--- src/rtl/auxram_pkg.sv ---
// Package: auxram_pkg
// Shared types and switch address offsets for the auxiliary RAM bank switch
// controller. Offsets are relative to the soft-switch I/O page.
package auxram_pkg;

    // Raw soft-switch flags.
    typedef struct packed {
        logic store80;
        logic aux_rd;
        logic aux_wr;
        logic alt_zp;
        logic page2;
        logic hires;
    } flags_t;

    // Read/write bank select for one region (1 = auxiliary).
    typedef struct packed {
        logic rd;
        logic wr;
    } sel_t;

    // Decoded selects for the three regions in $0200-$BFFF.
    typedef struct packed {
        sel_t base;
        sel_t txt;
        sel_t hgr;
    } map_t;

    // Pair index (offset >> 1) of each write-only switch.
    localparam logic [6:0] PAIR_STORE80 = 7'h00;
    localparam logic [6:0] PAIR_AUX_RD  = 7'h01;
    localparam logic [6:0] PAIR_AUX_WR  = 7'h02;
    localparam logic [6:0] PAIR_ALT_ZP  = 7'h04;
    // Pair index of each read-or-write video switch.
    localparam logic [6:0] PAIR_PAGE2   = 7'h2A;
    localparam logic [6:0] PAIR_HIRES   = 7'h2B;
    // Highest offset this block decodes in the switch page.
    localparam logic [7:0] LAST_OFFSET  = 8'h57;

endpackage

--- src/rtl/auxram_switch_reg.sv ---
// Module: auxram_switch_reg
// Decodes bus accesses to the soft-switch page and holds the flag register.
// Presents both the next-state flags (for registered downstream decode) and
// the current flags. Assumes one access per cycle, qualified by acc_valid.
module auxram_switch_reg
    import auxram_pkg::*;
#(
    parameter int         ADDR_W   = 16,
    parameter logic [7:0] SW_PAGE  = 8'hC0
) (
    input  logic              clk,
    input  logic              rst_n,
    input  logic              acc_valid,
    input  logic              acc_wr,
    input  logic [ADDR_W-1:0] acc_addr,
    output flags_t            flg_d,
    output flags_t            flg_q
);
    localparam int PAGE_LSB = ADDR_W - 8;

    logic       in_page;
    logic [6:0] pair;
    logic       val;
    logic       wo_hit;

    // Qualify the access as one aimed at the decoded switch range.
    always_comb begin
        in_page = acc_valid
                  && (acc_addr[ADDR_W-1:PAGE_LSB] == SW_PAGE)
                  && (acc_addr[7:0] <= LAST_OFFSET);
        pair    = acc_addr[7:1];
        val     = acc_addr[0];
        wo_hit  = in_page && acc_wr;
    end

    // Compute the next flag set from the current access.
    always_comb begin
        flg_d = flg_q;
        if (wo_hit) begin
            case (pair)
                PAIR_STORE80: flg_d.store80 = val;
                PAIR_AUX_RD:  flg_d.aux_rd  = val;
                PAIR_AUX_WR:  flg_d.aux_wr  = val;
                PAIR_ALT_ZP:  flg_d.alt_zp  = val;
                default: ;
            endcase
        end
        if (in_page) begin
            case (pair)
                PAIR_PAGE2: flg_d.page2 = val;
                PAIR_HIRES: flg_d.hires = val;
                default: ;
            endcase
        end
    end

    // Hold the flags; reset selects main memory everywhere.
    always_ff @(posedge clk) begin
        if (!rst_n) flg_q <= '0;
        else        flg_q <= flg_d;
    end

    // a read in $C000-$C00B leaves the write-only flags alone.
    a_r3_read_keeps_flags: assert property (@(posedge clk) disable iff (!rst_n)
        (acc_valid && !acc_wr && acc_addr[ADDR_W-1:PAGE_LSB] == SW_PAGE
         && acc_addr[7:0] <= 8'h0B)
        |=> ({flg_q.store80, flg_q.aux_rd, flg_q.aux_wr, flg_q.alt_zp}
             == $past({flg_q.store80, flg_q.aux_rd, flg_q.aux_wr, flg_q.alt_zp})));

    // an idle bus changes no flag.
    a_r12_idle_keeps_flags: assert property (@(posedge clk) disable iff (!rst_n)
        !acc_valid |=> $stable(flg_q));

endmodule

--- src/rtl/auxram_region_map.sv ---
// Module: auxram_region_map
// Pure combinational decode of the flags into region selects. The two video
// windows are overridden by the page-2 flag only under 80-store; the graphics
// window additionally needs hi-res.
module auxram_region_map
    import auxram_pkg::*;
(
    input  flags_t flg,
    output map_t   map,
    output logic   zp
);
    localparam int N_WIN = 2;

    sel_t base_sel;
    sel_t page_sel;
    logic [N_WIN-1:0] ovr;
    sel_t win [N_WIN];

    // Build the general and page-steered selects.
    always_comb begin
        base_sel.rd = flg.aux_rd;
        base_sel.wr = flg.aux_wr;
        page_sel.rd = flg.page2;
        page_sel.wr = flg.page2;
        ovr[0]      = flg.store80;
        ovr[1]      = flg.store80 && flg.hires;
    end

    // One mux per video window: page-steered when overridden, else general.
    for (genvar w = 0; w < N_WIN; w++) begin : g_win
        assign win[w] = ovr[w] ? page_sel : base_sel;
    end

    // Assemble the output map and the zero-page select.
    always_comb begin
        map.base = base_sel;
        map.txt  = win[0];
        map.hgr  = win[1];
        zp       = flg.alt_zp;
    end

endmodule

--- src/rtl/auxram_change_det.sv ---
// Module: auxram_change_det
// Registers the decoded map and zero-page select and raises one-cycle pulses
// when either registered value changes. Assumes map_d/zp_d are the next-state
// decode, so outputs and pulses move on the same edge.
module auxram_change_det
    import auxram_pkg::*;
(
    input  logic clk,
    input  logic rst_n,
    input  map_t map_d,
    input  logic zp_d,
    output map_t map_q,
    output logic zp_q,
    output logic map_chg,
    output logic zp_chg
);
    // Register the selects and flag any difference from the held value.
    always_ff @(posedge clk) begin
        if (!rst_n) begin
            map_q   <= '0;
            zp_q    <= 1'b0;
            map_chg <= 1'b0;
            zp_chg  <= 1'b0;
        end else begin
            map_q   <= map_d;
            zp_q    <= zp_d;
            map_chg <= (map_d != map_q);
            zp_chg  <= (zp_d != zp_q);
        end
    end

    // the map pulse marks exactly the cycles whose map differs from before.
    a_r10_map_pulse: assert property (@(posedge clk) disable iff (!rst_n)
        $past(rst_n) |-> (map_chg == (map_q != $past(map_q))));

    // the zero-page pulse marks exactly a zero-page select change.
    a_r11_zp_pulse: assert property (@(posedge clk) disable iff (!rst_n)
        $past(rst_n) |-> (zp_chg == (zp_q != $past(zp_q))));

endmodule

--- src/rtl/auxram_bank_ctrl.sv ---
// Module: auxram_bank_ctrl (top)
// Auxiliary RAM bank switch controller: watches the CPU bus, keeps the
// soft-switch flags, and drives registered bank selects plus change pulses.
// Assumes a single synchronous clock and one bus access per cycle.
module auxram_bank_ctrl
    import auxram_pkg::*;
#(
    parameter int         ADDR_W  = 16,
    parameter logic [7:0] SW_PAGE = 8'hC0
) (
    input  logic              clk,
    input  logic              rst_n,
    input  logic              acc_valid,
    input  logic              acc_wr,
    input  logic [ADDR_W-1:0] acc_addr,
    output logic              rd_base,
    output logic              wr_base,
    output logic              rd_txt,
    output logic              wr_txt,
    output logic              rd_hgr,
    output logic              wr_hgr,
    output logic              zp_sel,
    output logic              map_chg,
    output logic              zp_chg
);
    flags_t flg_d;
    flags_t flg_q;
    map_t   map_d;
    map_t   map_q;
    logic   zp_d;

    auxram_switch_reg #(.ADDR_W(ADDR_W), .SW_PAGE(SW_PAGE)) u_sw (
        .clk       (clk),
        .rst_n     (rst_n),
        .acc_valid (acc_valid),
        .acc_wr    (acc_wr),
        .acc_addr  (acc_addr),
        .flg_d     (flg_d),
        .flg_q     (flg_q)
    );

    auxram_region_map u_map (
        .flg (flg_d),
        .map (map_d),
        .zp  (zp_d)
    );

    auxram_change_det u_chg (
        .clk     (clk),
        .rst_n   (rst_n),
        .map_d   (map_d),
        .zp_d    (zp_d),
        .map_q   (map_q),
        .zp_q    (zp_sel),
        .map_chg (map_chg),
        .zp_chg  (zp_chg)
    );

    // Unpack the registered map onto the output pins.
    always_comb begin
        rd_base = map_q.base.rd;
        wr_base = map_q.base.wr;
        rd_txt  = map_q.txt.rd;
        wr_txt  = map_q.txt.wr;
        rd_hgr  = map_q.hgr.rd;
        wr_hgr  = map_q.hgr.wr;
    end

    // reset leaves main memory selected everywhere and no pulse.
    a_r1_reset_clears: assert property (@(posedge clk)
        !rst_n |=> ({rd_base, wr_base, rd_txt, wr_txt, rd_hgr, wr_hgr,
                     zp_sel, map_chg, zp_chg} == '0));

    // general region tracks the generic read/write flags.
    a_r5_base_follows: assert property (@(posedge clk) disable iff (!rst_n)
        $past(rst_n) |-> (rd_base == flg_q.aux_rd && wr_base == flg_q.aux_wr));

    // under 80-store the text window follows page 2.
    a_r6_txt_page: assert property (@(posedge clk) disable iff (!rst_n)
        ($past(rst_n) && flg_q.store80) |-> (rd_txt == flg_q.page2 && wr_txt == flg_q.page2));

    // under 80-store with hi-res the graphics window follows page 2.
    a_r7_hgr_page: assert property (@(posedge clk) disable iff (!rst_n)
        ($past(rst_n) && flg_q.store80 && flg_q.hires)
        |-> (rd_hgr == flg_q.page2 && wr_hgr == flg_q.page2));

    // without 80-store both windows copy the general region.
    a_r8_windows_base: assert property (@(posedge clk) disable iff (!rst_n)
        ($past(rst_n) && !flg_q.store80)
        |-> (rd_txt == rd_base && wr_txt == wr_base && rd_hgr == rd_base && wr_hgr == wr_base));

    // zero-page select tracks its flag.
    a_r9_zp_flag: assert property (@(posedge clk) disable iff (!rst_n)
        $past(rst_n) |-> (zp_sel == flg_q.alt_zp));

    // an idle bus raises no pulse on the next cycle.
    a_r12_idle_quiet: assert property (@(posedge clk) disable iff (!rst_n)
        ($past(rst_n) && !acc_valid) |=> (!map_chg && !zp_chg));

endmodule

--- config.mk ---
export PLATFORM = sky130hd
export DESIGN_NAME = auxram_bank_ctrl
export DESIGN_NICKNAME = d
export VERILOG_FILES = /design/src/rtl/auxram_pkg.sv /design/src/rtl/auxram_switch_reg.sv /design/src/rtl/auxram_region_map.sv /design/src/rtl/auxram_change_det.sv /design/src/rtl/auxram_bank_ctrl.sv
export SDC_FILE = /design/constraint.sdc
export NUM_CORES = 1
export LEC_CHECK = 0
export BUFFER_PORTS_ARGS = -buffer_cell sky130_fd_sc_hd__clkbuf_2
export CAP_MARGIN = 20
export CORE_MARGIN = 5
export CORE_UTILIZATION = 52
export CTS_BUF_LIST = sky130_fd_sc_hd__clkbuf_8
export DETAILED_ROUTE_END_ITERATION = 12
export GPL_TIMING_DRIVEN = 0
export PLACE_DENSITY = 0.86
export SLEW_MARGIN = 40
export SYNTH_ARGS = -nofsm -noshare
export SYNTH_HDL_FRONTEND = slang
export SYNTH_SLANG_ARGS = --single-unit
--- constraint.sdc ---
create_clock -name clk -period 5.9 [get_ports clk]
set_input_delay 1.18 -clock clk [delete_from_list [all_inputs] [get_ports clk]]
set_output_delay 1.18 -clock clk [all_outputs]
set_load 0.005 [all_outputs]
== After elaboration in Yosys (flattened, before gate mapping) ==
Cells that the tools add are included.

* Output and inout bits: 9
* Input port bits: 20
* Flip-flop bits (word level): 12

* Mux-type cells: 10
* $lt $le $gt $ge: 1
* Reductions and logical operators: 5
* Equality and inequality tests: 8

{| class="wikitable"
|+ Operator list
! kind !! count
|-
| == test 7 x 6 -> 1 bit, second input constant || 2
|-
| == test 8 bit, second input constant || 1
|-
| <= comparator 8 x 7 -> 1 bit, second input constant || 1
|-
| == test 7 x 1 -> 1 bit, second input constant || 1
|-
| == test 7 x 2 -> 1 bit, second input constant || 1
|-
| == test 7 x 3 -> 1 bit, second input constant || 1
|-
| logical NOT 7 bit || 1
|-
| 2-to-1 mux 1 bit || 6
|-
| 2-to-1 mux 2 bit || 3
|-
| inequality test 6 bit || 1
|-
| logical AND 1 bit || 4
|-
| 2-to-1 mux 4 bit || 1
|-
| inequality test 1 bit || 1
|}

== Logic depth before layout (Yosys ltp) ==
Gate-level depths: netlist of the first run.

* Depth after elaboration: 8
* Gate-level depth with buffers: 8

== Hierarchy ==
Synthesis of the first run repeated with hierarchy kept, for this count alone.

* Cell total of the unflattened synthesis: 82
* Area, all modules: 799.5 um^2

{| class="wikitable"
|+ Modules (own cells, without submodules)
! module !! cells each !! area each (um^2) !! times used
|-
| auxram_switch_reg || 44 || 424.2 || 1
|-
| auxram_change_det || 26 || 306.5 || 1
|-
| auxram_region_map || 12 || 68.8 || 1
|}

== Least setup slack after synthesis of the first run ==
Ideal clock, no wire load.

* Path type: input port to flip-flop
* From: input port acc_addr[11]
* To: register u_chg.map_chg
* Slack: 2.050 ns
* Library setup time: 0.125 ns
* Cell stages on the path: 8
* Arrival: 3.725 ns
* Required time: 5.775 ns
* Cells stage by stage: or4_1 or4_1 buf_2 or4_1 a22oi_4 mux2i_1 xor2_1 o41a_1

* Word-level cells in the longest chain between the ends: 8
* Elaborated cells on any way between the ends: 10

{| class="wikitable"
|+ Ends and longest elaborated chain
! what !! line !! text
|-
| start, declared || auxram_bank_ctrl.sv:15 || <nowiki>input logic [ADDR_W-1:0] acc_addr,</nowiki>
|-
| == test 8 bit * || auxram_switch_reg.sv:29 || <nowiki>&& (acc_addr[ADDR_W-1:PAGE_LSB] == SW_PAGE)</nowiki>
|-
| logical AND 1 bit * || auxram_switch_reg.sv:29 ||
|-
| logical AND 1 bit * || auxram_switch_reg.sv:30 || <nowiki>&& (acc_addr[7:0] <= LAST_OFFSET);</nowiki>
|-
| logical AND 1 bit || auxram_switch_reg.sv:33 || <nowiki>wo_hit = in_page && acc_wr;</nowiki>
|-
| 2-to-1 mux 4 bit || auxram_switch_reg.sv:39 || <nowiki>if (wo_hit) begin</nowiki>
|-
| logical AND 1 bit || auxram_region_map.sv:26 || <nowiki>ovr[1] = flg.store80 && flg.hires;</nowiki>
|-
| 2-to-1 mux 2 bit || auxram_region_map.sv:31 || <nowiki>assign win[w] = ovr[w] ? page_sel : base_sel;</nowiki>
|-
| inequality test 6 bit * || auxram_change_det.sv:27 || <nowiki>map_chg <= (map_d != map_q);</nowiki>
|-
| end signal, assigned || auxram_change_det.sv:27 ||
|-
| end, declared || auxram_change_det.sv:14 || <nowiki>output logic map_chg,</nowiki>
|}

Every way passes the cells marked *; elsewhere a longest branch is shown, timed or not.
A chain may end at the register's enable or synchronous reset.

== Worst setup path in the final report of the first run ==
Ends and elaborated chain as after synthesis.

==> impl_summary.log, run 1 <==
INFO  metric timing.critical_path.from_type = input port
INFO  metric total_wirelength = 1523 um
INFO  metric finalCriticalPeriod = 3860 ps
INFO  metric post_synth_inst_count = 70
INFO  metric vdd_ir_drop_max = 0.1722 mV
INFO  metric syn_to_final_growth = 30.59%
INFO  metric global_route_wire_length_before_repair = 2401 um
INFO  metric max-cap-violations = 0
INFO  metric cts.sink_count = 12
INFO  metric maximum_number_of_pins_on_one_net_before_global_route_repair = 11
INFO  metric pwr-share-clk = 0.486
INFO  metric first_global_vias = 613
INFO  metric num_antenna_cells = 0
INFO  metric yosysTopAreaCellShare = 0.3516
INFO  metric ys_flop_type = sky130_fd_sc_hd__dfxtp_1
INFO  metric netlist_top_cells_area = sky130_fd_sc_hd__dfxtp_1, sky130_fd_sc_hd__mux2i_1, sky130_fd_sc_hd__nor2b_1
INFO  metric leakage = 0.3872 nW
INFO  metric synth_cell_type_count = 27
INFO  metric maxClockFrequency = 0.2590 GHz
INFO  metric setup.worst_path.class = in -> reg
INFO  metric timing.max_slew.rel_slack = 0.6580
INFO  metric critical_path.endpoint_type = flop
INFO  metric routedWlPerCell = 13.13 um
INFO  metric place_hpwl = 1212 um
INFO  metric syn-mean-instance-area = 9.759 um2
INFO  metric grt_antenna_before_repair = 0
INFO  metric yosys.area.top_type = sky130_fd_sc_hd__dfxtp_1
INFO  metric cts.hold.buffers_added = 0
INFO  metric synth_edf_count = 0
INFO  metric design.final.nets = 122
INFO  metric synth-warning-count = 0
INFO  metric cts.repair_timing.setup_buffer_count = 0
INFO  metric p_per_area = 204.8 nW/um2
INFO  metric setup_viol = 0
INFO  metric max_slew_violations = 0
INFO  metric timing.clock.skew = 2.230 ps
INFO  metric clock_latency = 240 ps
INFO  metric remaining_drc_errors = 0
INFO  metric power_switching = 0.00003562 W
INFO  metric rsz0062_at_grt = no
INFO  metric cts_tree = done
INFO  metric cts_root_buf = sky130_fd_sc_hd__clkbuf_8
INFO  metric first_iter_violations = 5
INFO  metric core-area = 1269 um2
INFO  metric hold-worst-slack = 544.5 ps
INFO  metric p_int = 0.0001471 W
INFO  metric port_buffers = 27
INFO  metric ys_async_sr_fraction = 0
INFO  metric initial_util = 0.5385
INFO  metric clkTransAtPathRegs = 50 ps
INFO  metric final-hold-violation-count = 0
INFO  metric finalSetupTns = 0 ps
INFO  metric final.fill_count = 110
INFO  metric gpl.final_weighted_congestion = 0.7027
INFO  metric die_h = 46.25 um
INFO  metric final_core_area_utilization = 0.7032
INFO  metric grt_remaining_overflow = 0
INFO  metric synth_fp_nets = 90
INFO  metric fraction_of_final_layout_cells_sized_beyond_drive_strength_1 = 0.3663
INFO  metric total_power = 0.0001827 W
INFO  metric yosys_register_bits = 12
INFO  metric critPathArrivalTime = 3980 ps
INFO  metric power.share.combinational = 0.070
INFO  metric boundaryPins = 29
INFO  metric routed-via-count = 619
INFO  metric syn-cell-area = 683.2 um2
INFO  metric drtAntennaViolNets = 0
INFO  metric min_path_type = reg -> reg
INFO  metric timing_worst_slew_pin_value = 505.9 ps
INFO  metric die-width = 46.25 um
INFO  metric finalCritPeriodShare = 0.6543
INFO  metric core.rowCount = 13
INFO  metric post_drt_via_cell_ratio = 5.336
INFO  metric cts_buffers = 3
INFO  metric detail_route.first_pass.iterations = 4
INFO  metric die_area = 2139 um2
INFO  metric cp_max_fo = 8
INFO  metric placedCellCount = 112
INFO  metric clock_tree.buffer_depth = 2
INFO  metric synth_sequential_area_ratio = 0.3516
INFO  metric required = 6020 ps
INFO  metric power_frac_seq = 0.444
INFO  metric synth_most_common_cell = sky130_fd_sc_hd__dfxtp_1
INFO  metric sw_frac_of_total = 0.1950
INFO  metric grt.total_usage = 0.1615
INFO  metric instances_no_fill = 116
INFO  metric result_of_the_run = finished clean
INFO  metric synth.top_cells.by_count = sky130_fd_sc_hd__dfxtp_1, sky130_fd_sc_hd__mux2i_1, sky130_fd_sc_hd__nor2b_1
INFO  metric htree_levels = 1
INFO  metric ctsResizeCount = 0
## final timing paths
kind	from	to	slack, ps	cells past startpoint
max	acc_addr[11]	u_chg.map_chg	2040	9
min	u_chg.zp_q	u_chg.zp_q	540	2
max reg2reg	u_sw.flg_q[5]	u_chg.map_chg	4360	5
min reg2reg	u_chg.zp_q	u_chg.zp_q	540	2
## registers in the layout (all words and copies together) (netlist names)
name           flops
u_chg.map_q        4
u_sw.flg_q         5
u_chg.map_chg      1
u_chg.zp_q         1
u_chg.zp_chg       1
## layout make-up
type | instances | area (um2) | area share
clock buffers | 4 | 55.05 | 0.06171
inverters | 3 | 11.26 | 0.01262
multi-input cells | 52 | 411.6 | 0.4614
plain buffers | 3 | 20.02 | 0.02244
flip-flops and latches | 12 | 240.2 | 0.2693
repair buffers | 27 | 135.1 | 0.1515
well taps | 15 | 18.77 | 0.02104
## stage by stage
stage,setup slack [ps],cell area [um2]
6_report,2040,892.1
5_1_grt,1839,892.1
4_1_cts,2027,892.1
3_5_place_dp,1794,837.1
3_3_place_gp,1819,837.1
2_1_floorplan,2050,683.2
## logic make-up after synthesis
family,after synthesis,synth area share
AND/OR/NAND/NOR,32,0.3132
flip-flops,12,0.3516
multiplexers,9,0.1319
AO/OA/AOI/OAI,7,0.1062
buffers and inverters,6,0.04577
XOR/XNOR,4,0.05128
## placed cells by master (no fill, tap or decap), drive strengths merged, types with 2 or more instances in the layout
master | synthesis | final
clkbuf | 1 | 32
dfxtp | 12 | 12
mux2i | 9 | 9
nor2b | 6 | 6
and2 | 5 | 5
or4 | 5 | 5
xor2 | 4 | 4
nor4b | 3 | 3
inv | 3 | 3
nand3 | 2 | 2
nor4 | 2 | 2
nand2b | 2 | 2
a21boi | 2 | 2
nor3b | 2 | 2
buf | 2 | 2
o31ai | 2 | 2
## power by group through the flow
| stage | sequential (W) | combinational (W) | clock, W |
|---|---|---|---|
| final | 0.0000811 | 0.0000127 | 0.0000889 |
| after CTS | 0.0000811 | 0.0000129 | 0.0000900 |
| after global placement | 0.0000828 | 0.0000124 | 0 |
| after global routing | 0.0000810 | 0.0000140 | 0.0000967 |
| after floorplan | 0.0000828 | 0.00000491 | 0 |
| after detailed placement | 0.0000828 | 0.0000128 | 0 |
## worst max-delay path, stage by stage
cell and delay [ps]:
sky130_fd_sc_hd__clkbuf_2 70, sky130_fd_sc_hd__or4_1 490, sky130_fd_sc_hd__or4_1 470, sky130_fd_sc_hd__buf_2 180
sky130_fd_sc_hd__nor4b_1 490, sky130_fd_sc_hd__mux2i_1 350, sky130_fd_sc_hd__mux2i_1 160, sky130_fd_sc_hd__xor2_1 170
sky130_fd_sc_hd__o41a_1 420
## metal layers
layer | wire length, um | global-route usage | vias to the layer above
li1 | - | - | 318
met5 | 0 | 0 | -
met1 | 634 | 0.1737 | 272
met2 | 703 | 0.2802 | 24
met4 | 34 | 0.1023 | 0
met3 | 149 | 0.03516 | 5
Note: power is estimated with default switching activity, not from simulation.
==> run 2: changes to the inputs <==
--- a/config.mk
+++ b/config.mk
@@ -5,14 +5,15 @@
 export SDC_FILE = /design/constraint.sdc
 export NUM_CORES = 1
 export LEC_CHECK = 0
+export ABC_AREA = 1
 export BUFFER_PORTS_ARGS = -buffer_cell sky130_fd_sc_hd__clkbuf_2
 export CAP_MARGIN = 20
 export CORE_MARGIN = 5
-export CORE_UTILIZATION = 52
+export CORE_UTILIZATION = 53
 export CTS_BUF_LIST = sky130_fd_sc_hd__clkbuf_8
 export DETAILED_ROUTE_END_ITERATION = 12
 export GPL_TIMING_DRIVEN = 0
-export PLACE_DENSITY = 0.86
+export PLACE_DENSITY = 0.81
 export SLEW_MARGIN = 40
 export SYNTH_ARGS = -nofsm -noshare
 export SYNTH_HDL_FRONTEND = slang
==> constraint.sdc (replaced) <==
create_clock -name clk -period 3.7 [get_ports clk]
set_input_delay 0.74 -clock clk [delete_from_list [all_inputs] [get_ports clk]]
set_output_delay 0.74 -clock clk [all_outputs]
set_load 0.005 [all_outputs]
==> impl_summary.log, run 2 <==
INFO  metric result_of_the_run = finished clean
INFO  metric cts.repair_timing.setup_buffer_count = 0 (unchanged)
INFO  metric netlist_top_cells_area = sky130_fd_sc_hd__dfxtp_1, sky130_fd_sc_hd__nand2_1, sky130_fd_sc_hd__nand2_2
INFO  metric leakage = 0.6712 nW (+73%)
INFO  metric finalSetupTns = 0 ps (unchanged)
INFO  metric clock_tree.buffer_depth = 2 (unchanged)
INFO  metric syn_to_final_growth = 20.91%
INFO  metric gpl.final_weighted_congestion = 0.8358 (+19%)
INFO  metric timing.max_slew.rel_slack = 0.7052 (+0.04726)
INFO  metric instances_no_fill = 216 (+86%)
INFO  metric synth.top_cells.by_count = sky130_fd_sc_hd__nand2_1, sky130_fd_sc_hd__inv_1, sky130_fd_sc_hd__nor2_1
INFO  metric grt_antenna_before_repair = 0 (unchanged)
INFO  metric yosysTopAreaCellShare = 0.2362 (-0.1155)
INFO  metric clkTransAtPathRegs = 50 ps (about the same)
INFO  metric port_buffers = 28 (+3.7%)
INFO  metric total_power = 0.0002821 W (+54%)
INFO  metric flip_flop_count_of_the_largest_register_all_copies_and_words_added = 5 (unchanged)
INFO  metric post_synth_inst_count = 160 (+130%)
INFO  metric core.rowCount = 15 (+2)
INFO  metric syn-cell-area = 1017 um2 (+49%)
INFO  metric die-width = 53.81 um (+16%)
INFO  metric maxClockFrequency = 0.5027 GHz
INFO  metric finalCritPeriodShare = 0.5376
INFO  metric num_antenna_cells = 0 (unchanged)
INFO  metric critPathArrivalTime = 2100 ps (-1880 ps)
INFO  metric post_drt_via_cell_ratio = 4.931 (-7.6%)
INFO  metric max_slew_violations = 0 (unchanged)
INFO  metric power_frac_seq = 0.459 (+0.015)
INFO  metric cts.hold.buffers_added = 0 (unchanged)
INFO  metric synth_most_common_cell = sky130_fd_sc_hd__nand2_1
INFO  metric vdd_ir_drop_max = 0.2278 mV (+32%)
INFO  metric most_frequent_cells_in_the_layout = sky130_fd_sc_hd__nand2_1, sky130_fd_sc_hd__clkbuf_2, sky130_fd_sc_hd__inv_1
INFO  metric first_global_vias = 1033 (+69%)
INFO  metric global_route_wire_length_before_repair = 3967 um (+65%)
INFO  metric gr-usage-met2 = 0.3286 (+0.04841)
INFO  metric synth_fp_nets = 180 (+100%)
INFO  metric highest_utilization_routing_layer_at_the_global_route_stage = met2
INFO  metric critPathBufInv = 1 (-1)
INFO  metric ctsResizeCount = 0 (unchanged)
INFO  metric syn-mean-instance-area = 6.358 um2 (-35%)
INFO  metric grt_use_met1 = 0.2118 (+0.03806)
INFO  metric power.share.combinational = 0.128 (+0.058)
INFO  metric core-area = 1783 um2 (+41%)
INFO  metric cts_tree = done
INFO  metric cts.sink_count = 12 (unchanged)
INFO  metric reg_top3 = u_sw.flg_q (5), u_chg.map_q (4)
INFO  metric clock_latency = 240 ps (about the same)
INFO  metric first_iter_violations = 17 (+12)
INFO  metric detail_route.first_pass.iterations = 5 (+1)
INFO  metric critical_path.endpoint_type = flop
INFO  metric ys_flop_type = sky130_fd_sc_hd__dfxtp_1
INFO  metric grt.total_usage = 0.1890 (+0.02755)
INFO  metric power_switching = 0.00006770 W (+90%)
INFO  metric worst_path_most_repeated_cell = sky130_fd_sc_hd__nand2_1
INFO  metric htree_levels = 1 (unchanged)
INFO  metric grt_remaining_overflow = 0 (unchanged)
INFO  metric timing.critical_path.from_type = input port
INFO  metric placedCellCount = 213 (+90%)
INFO  metric rsz0062_at_grt = no
INFO  metric routed-via-count = 1065 (+72%)
INFO  metric synth_sequential_area_ratio = 0.2362 (-0.1155)
INFO  metric registers.top_by_ff_count = u_sw.flg_q
INFO  metric timing_worst_slew_pin_value = 442.2 ps (-63.76 ps)
INFO  metric critical_path.top_delay_family = simple AND/OR/NAND/NOR gates
INFO  metric required = 3810 ps (-2210 ps)
INFO  metric fraction_of_final_layout_cells_sized_beyond_drive_strength_1 = 0.3613 (-0.005080)
INFO  metric initial_util = 0.5705 (+0.03207)
INFO  metric ys_async_sr_fraction = 0 (unchanged)
INFO  metric timing.clock.skew = 1.271 ps (-0.9596 ps)
INFO  metric sw_frac_of_total = 0.2400 (+0.04501)
INFO  metric cp_max_fo = 5 (-3)
INFO  metric drtAntennaViolNets = 0 (unchanged)
INFO  metric place_worst_setup_slack = 1474 ps (-319.5 ps)
INFO  metric yosys.area.top_type = sky130_fd_sc_hd__dfxtp_1
INFO  metric design.final.nets = 213 (+75%)
INFO  metric remaining_drc_errors = 0 (unchanged)
INFO  metric mostFrequentLayoutCell = sky130_fd_sc_hd__nand2_1
INFO  metric synth_cell_type_count = 22 (-19%)
INFO  metric final-hold-violation-count = 0 (unchanged)
INFO  metric p_per_area = 229.4 nW/um2 (+12%)
INFO  metric cts_root_buf = sky130_fd_sc_hd__clkbuf_8
INFO  metric use_met3 = 0.04986 (+0.01471)
INFO  metric maximum_number_of_pins_on_one_net_before_global_route_repair = 11 (unchanged)
INFO  metric critPathMaxStageDelay = 240 ps (-250 ps)
INFO  metric boundaryPins = 29 (unchanged)
INFO  metric place_hpwl = 1837 um (+52%)
INFO  metric slowest_stage = sky130_fd_sc_hd__o21ai_2
INFO  metric finalCriticalPeriod = 1989 ps
INFO  metric total_wirelength = 2188 um (+44%)
INFO  metric p_int = 0.0002144 W (+46%)
INFO  metric setup.worst_path.class = in -> reg
INFO  metric die_area = 2896 um2 (+35%)
INFO  metric min_path_type = reg -> reg
INFO  metric final_critical_path_setup_slack = 1711 ps (-328.8 ps)
INFO  metric yosys_register_bits = 12 (unchanged)
INFO  metric setup_viol = 0 (unchanged)
INFO  metric synth-warning-count = 0 (unchanged)
INFO  metric pwr-share-clk = 0.413 (-0.073)
INFO  metric max-cap-violations = 0 (unchanged)
INFO  metric cts_buffers = 3 (unchanged)
INFO  metric routedWlPerCell = 10.13 um (-23%)
INFO  metric path_cells = clkbuf_2 -> nor2_2 -> nand3_1 -> o21ai_2 -> nand2_1 -> o21ai_2 -> nand2_2 -> nand2_1 -> nand2_1 -> nand2_1 -> nand3_1 -> nor2_1 -> nor2_1
INFO  metric die_h = 53.81 um (+16%)
INFO  metric synth_edf_count = 0 (unchanged)
## run 2: cell count changes after synthesis, moves of 5 or more
cell                      change
sky130_fd_sc_hd__and2_1       -5
sky130_fd_sc_hd__inv_1       +23
sky130_fd_sc_hd__nor2_1      +19
sky130_fd_sc_hd__nand2_1     +33
sky130_fd_sc_hd__mux2i_1      -9
sky130_fd_sc_hd__nor2b_1      -6
sky130_fd_sc_hd__nor2_2       +5
sky130_fd_sc_hd__nand2_2     +16
sky130_fd_sc_hd__a21oi_1      +7
sky130_fd_sc_hd__nand3_1     +10
## run 2: kinds of logic (layout without fill, tap and decap cells)
family / count (synthesis) / in the layout / share of synthesized area
buf+inv: 30 / 61 / 0.1107
simple gates: 104 / 104 / 0.5670
compound gates: 14 / 14 / 0.08609
flops: 12 / 12 / 0.2362
## run 2: path summary, 6_finish.rpt
check | slack, ps | to | cells after the start | startpoint
max | 1710 | u_chg.map_chg | 13 | acc_addr[3]
min | 490 | u_chg.zp_chg | 2 | u_chg.zp_q
max reg2reg | 2250 | u_chg.map_chg | 11 | u_sw.flg_q[4]
min reg2reg | 490 | u_chg.zp_chg | 2 | u_chg.zp_q
## run 2: tightest hold or removal path, delay by kind of cell, from the launching register on
kind	cells	cell delay, ps
compound gates	1	60
flops	1	320
simple gates	1	70
## run 2: cell type report
type | instances | area (um2)
fill | 163 | 553.0
timing repair buffer | 28 | 140.1
inverter | 29 | 108.9
sequential | 12 | 240.2
multi-input combinational | 118 | 664.4
clock buffer | 3 | 41.29
buffer | 1 | 3.754
tap | 25 | 31.28
## run 2: power by group through the flow
stage	combinational, W	clock [W]	sequential (W)
final	0.0000362	0.000116	0.000129
after global routing	0.0000404	0.000131	0.000129
after CTS	0.0000364	0.000120	0.000129
after detailed placement	0.0000363	0	0.000132
after global placement	0.0000346	0	0.000132
after floorplan	0.0000185	0	0.000132
## run 2: routing by layer
layer  vias up  wire length, um
met5         -                0
met4         0               37
met3         4              129
met2        33             1096
met1       472              924
li1        556                -
## run 2: through the flow
step	cell area (um2)	hold slack, ps	utilization
CTS	1230	500.9	0.6898
detailed placement	1189	492.8	0.6667
global placement	1189	467.4	0.6667
global route	1230	527.9	0.6898
finish	1230	491.6	0.6898
floorplan	1017	469.3	-
==> run 3: changes to the inputs <==
--- a/config.mk
+++ b/config.mk
@@ -9,11 +9,11 @@
 export BUFFER_PORTS_ARGS = -buffer_cell sky130_fd_sc_hd__clkbuf_2
 export CAP_MARGIN = 20
 export CORE_MARGIN = 5
-export CORE_UTILIZATION = 53
+export CORE_UTILIZATION = 48
 export CTS_BUF_LIST = sky130_fd_sc_hd__clkbuf_8
 export DETAILED_ROUTE_END_ITERATION = 12
 export GPL_TIMING_DRIVEN = 0
-export PLACE_DENSITY = 0.81
+export PLACE_DENSITY = 0.78
 export SLEW_MARGIN = 40
 export SYNTH_ARGS = -nofsm -noshare
 export SYNTH_HDL_FRONTEND = slang
==> constraint.sdc (replaced) <==
create_clock -name clk -period 1.8 [get_ports clk]
set_input_delay 0.36 -clock clk [delete_from_list [all_inputs] [get_ports clk]]
set_output_delay 0.36 -clock clk [all_outputs]
set_load 0.005 [all_outputs]
==> impl_summary.log, run 3 (synthesis gave the netlist of run 2 again) <==
INFO  metric result_of_the_run = finished clean
INFO  metric most_frequent_cells_in_the_layout = sky130_fd_sc_hd__nand2_1, sky130_fd_sc_hd__clkbuf_2, sky130_fd_sc_hd__inv_1
INFO  metric initial_util = 0.5133 (-0.05727)
INFO  metric critical_path.top_delay_family = simple AND/OR/NAND/NOR gates
INFO  metric cts_tree = done
INFO  metric timing.critical_path.from_type = input port
INFO  metric cts.sink_count = 12 (unchanged)
INFO  metric cp_max_fo = 5 (unchanged)
INFO  metric reg_top3 = u_sw.flg_q (5), u_chg.map_q (4)
INFO  metric multiInputGateArea = 666.9 um2 (+0.38%)
INFO  metric final.fill_count = 174 (+6.7%)
INFO  metric port_buffers = 28 (unchanged)
INFO  metric htree_levels = 1 (unchanged)
INFO  metric num_antenna_cells = 0 (unchanged)
INFO  metric setup_viol = 0 (unchanged)
INFO  metric die_area = 3140 um2 (+8.4%)
INFO  metric grt.total_usage = 0.1443 (-0.04470)
INFO  metric required = 1920 ps (-1890 ps)
INFO  metric regArea = 240.2 um2 (unchanged)
INFO  metric cts_buffers = 3 (unchanged)
INFO  metric die_h = 56.04 um (+4.1%)
INFO  metric p_per_area = 513.6 nW/um2 (+120%)
INFO  metric clock_latency = 240 ps (about the same)
INFO  metric instances_no_fill = 219 (+1.4%)
INFO  metric post_drt_via_cell_ratio = 4.817 (-2.3%)
INFO  metric critPathArrivalTime = 1720 ps (-380 ps)
INFO  metric placedCellCount = 215 (+0.94%)
INFO  metric leakage = 0.6782 nW (+1.0%)
INFO  metric placed_area = 1191 um2 (+0.21%)
INFO  metric rsz0062_at_grt = no
INFO  metric remaining_drc_errors = 0 (unchanged)
INFO  metric critPathBufInv = 1 (unchanged)
INFO  metric maximum_number_of_pins_on_one_net_before_global_route_repair = 11 (unchanged)
INFO  metric final-hold-violation-count = 0 (unchanged)
INFO  metric mostFrequentLayoutCell = sky130_fd_sc_hd__nand2_1
INFO  metric core-area = 1982 um2 (+11%)
INFO  metric core.rowCount = 16 (+1)
INFO  metric grt_antenna_before_repair = 0 (unchanged)
INFO  metric vdd_ir_drop_max = 0.4790 mV (+110%)
INFO  metric max_slew_violations = 0 (unchanged)
INFO  metric critPathMaxStageDelay = 250 ps (about the same)
INFO  metric detail_route.first_pass.iterations = 4 (-1)
INFO  metric timing.clock.skew = 3.144 ps (+1.873 ps)
INFO  metric clock_tree.buffer_depth = 2 (unchanged)
INFO  metric min_path_type = in -> reg
INFO  metric cts.repair_timing.setup_buffer_count = 0 (unchanged)
INFO  metric timing.max_slew.rel_slack = 0.6721 (-0.03310)
INFO  metric total_wirelength = 2202 um (+0.64%)
INFO  metric cts_root_buf = sky130_fd_sc_hd__clkbuf_8
INFO  metric finalCritPeriodShare = 0.8920
INFO  metric fin_area = 1249 um2 (+1.5%)
INFO  metric routed-via-count = 1055 (-0.94%)
INFO  metric place_hpwl = 1807 um (-1.6%)
INFO  metric setup.worst_path.class = in -> reg
INFO  metric final_core_area_utilization = 0.6301 (-0.05977)
INFO  metric slowest_stage = sky130_fd_sc_hd__o21ai_2
INFO  metric timing_worst_slew_pin_value = 491.8 ps (+49.65 ps)
INFO  metric first_iter_violations = 25 (+8)
INFO  metric global_route_wire_length_before_repair = 3767 um (-5.0%)
INFO  metric boundaryPins = 29 (unchanged)
INFO  metric die-width = 56.04 um (+4.1%)
INFO  metric path_cells = clkbuf_2 -> nor2_2 -> nand3_1 -> o21ai_2 -> nand2_1 -> o21ai_2 -> nand2_2 -> nand2_1 -> nand2_1 -> nand2_1 -> nand3_1 -> nor2_1 -> nor2_1
INFO  metric max-cap-violations = 0 (unchanged)
INFO  metric flip_flop_count_of_the_largest_register_all_copies_and_words_added = 5 (unchanged)
INFO  metric grt_remaining_overflow = 0 (unchanged)
INFO  metric gpl.final_weighted_congestion = 0.8202 (-1.9%)
INFO  metric finalCriticalPeriod = 1606 ps
INFO  metric maxClockFrequency = 0.6228 GHz
INFO  metric registers.top_by_ff_count = u_sw.flg_q
INFO  metric clkTransAtPathRegs = 50 ps (about the same)
INFO  metric first_global_vias = 915 (-11%)
INFO  metric total_power = 0.0006413 W (+130%)
INFO  metric worst_path_most_repeated_cell = sky130_fd_sc_hd__nand2_1
INFO  metric drtAntennaViolNets = 0 (unchanged)
INFO  metric critical_path.endpoint_type = flop
INFO  metric routedWlPerCell = 10.05 um (-0.74%)
INFO  metric syn_to_final_growth = 22.76%
INFO  metric fraction_of_final_layout_cells_sized_beyond_drive_strength_1 = 0.3698 (+0.008535)
INFO  metric hold-worst-slack = 360.1 ps (-131.5 ps)
INFO  metric design.final.nets = 213 (unchanged)
run 3: path summary, 6_finish.rpt:
path / start / endpoint / slack (ps) / cells past startpoint
max: acc_addr[3] / u_chg.map_chg / 190 / 13
min reg2reg: u_chg.zp_q / u_chg.zp_chg / 490 / 2
max reg2reg: u_sw.flg_q[4] / u_chg.map_chg / 310 / 11
min: rst_n / u_chg.map_q[0] / 360 / 3
run 3: metal layers:
layer / global-route usage / up-vias / routed length, um
met3: 0.03712 / 4 / 117
li1: - / 557 / -
met5: 0 / - / 0
met4: 0.04746 / 0 / 24
met2: 0.2387 / 22 / 1070
met1: 0.1807 / 472 / 989
run 3: cell type report:
type | count | share of cell area
multi-input cells | 118 | 0.5341
plain buffers | 1 | 0.003006
clock buffers | 4 | 0.04409
flip-flops and latches | 12 | 0.1924
well taps | 27 | 0.02705
inverters | 29 | 0.08717
repair buffers | 28 | 0.1122
run 3: power breakdown:
group | switching (W) | internal [W]
Combinational | 0.0000461 | 0.0000276
Clock | 0.000108 | 0.000194
Sequential | 0.0000000199 | 0.000266
run 3: what timing repair did:
| action | CTS | global route |
|---|---|---|
| gates resized for setup | 0 | 1 |
| hold buffers | 0 | 0 |
| endpoints found under the setup margin | 0 | 1 |
run 3: through the flow:
step,TNS [ps],setup WS [ps]
detailed placement,-41.43,-41.43
CTS,0,196.1
finish,0,194.4
global placement,0,12.69
floorplan,0,238.9
global route,0,23.32
run 3: worst reg2reg max path, stage by stage (launching register included):
cell,delay (ps)
sky130_fd_sc_hd__dfxtp_1,380
sky130_fd_sc_hd__inv_1,80
sky130_fd_sc_hd__o21ai_2,70
sky130_fd_sc_hd__nand2_1,100
sky130_fd_sc_hd__o21ai_2,250
sky130_fd_sc_hd__nand2_2,110
sky130_fd_sc_hd__nand2_1,80
sky130_fd_sc_hd__nand2_1,50
sky130_fd_sc_hd__nand2_1,50
sky130_fd_sc_hd__nand3_1,70
sky130_fd_sc_hd__nor2_1,90
sky130_fd_sc_hd__nor2_1,40
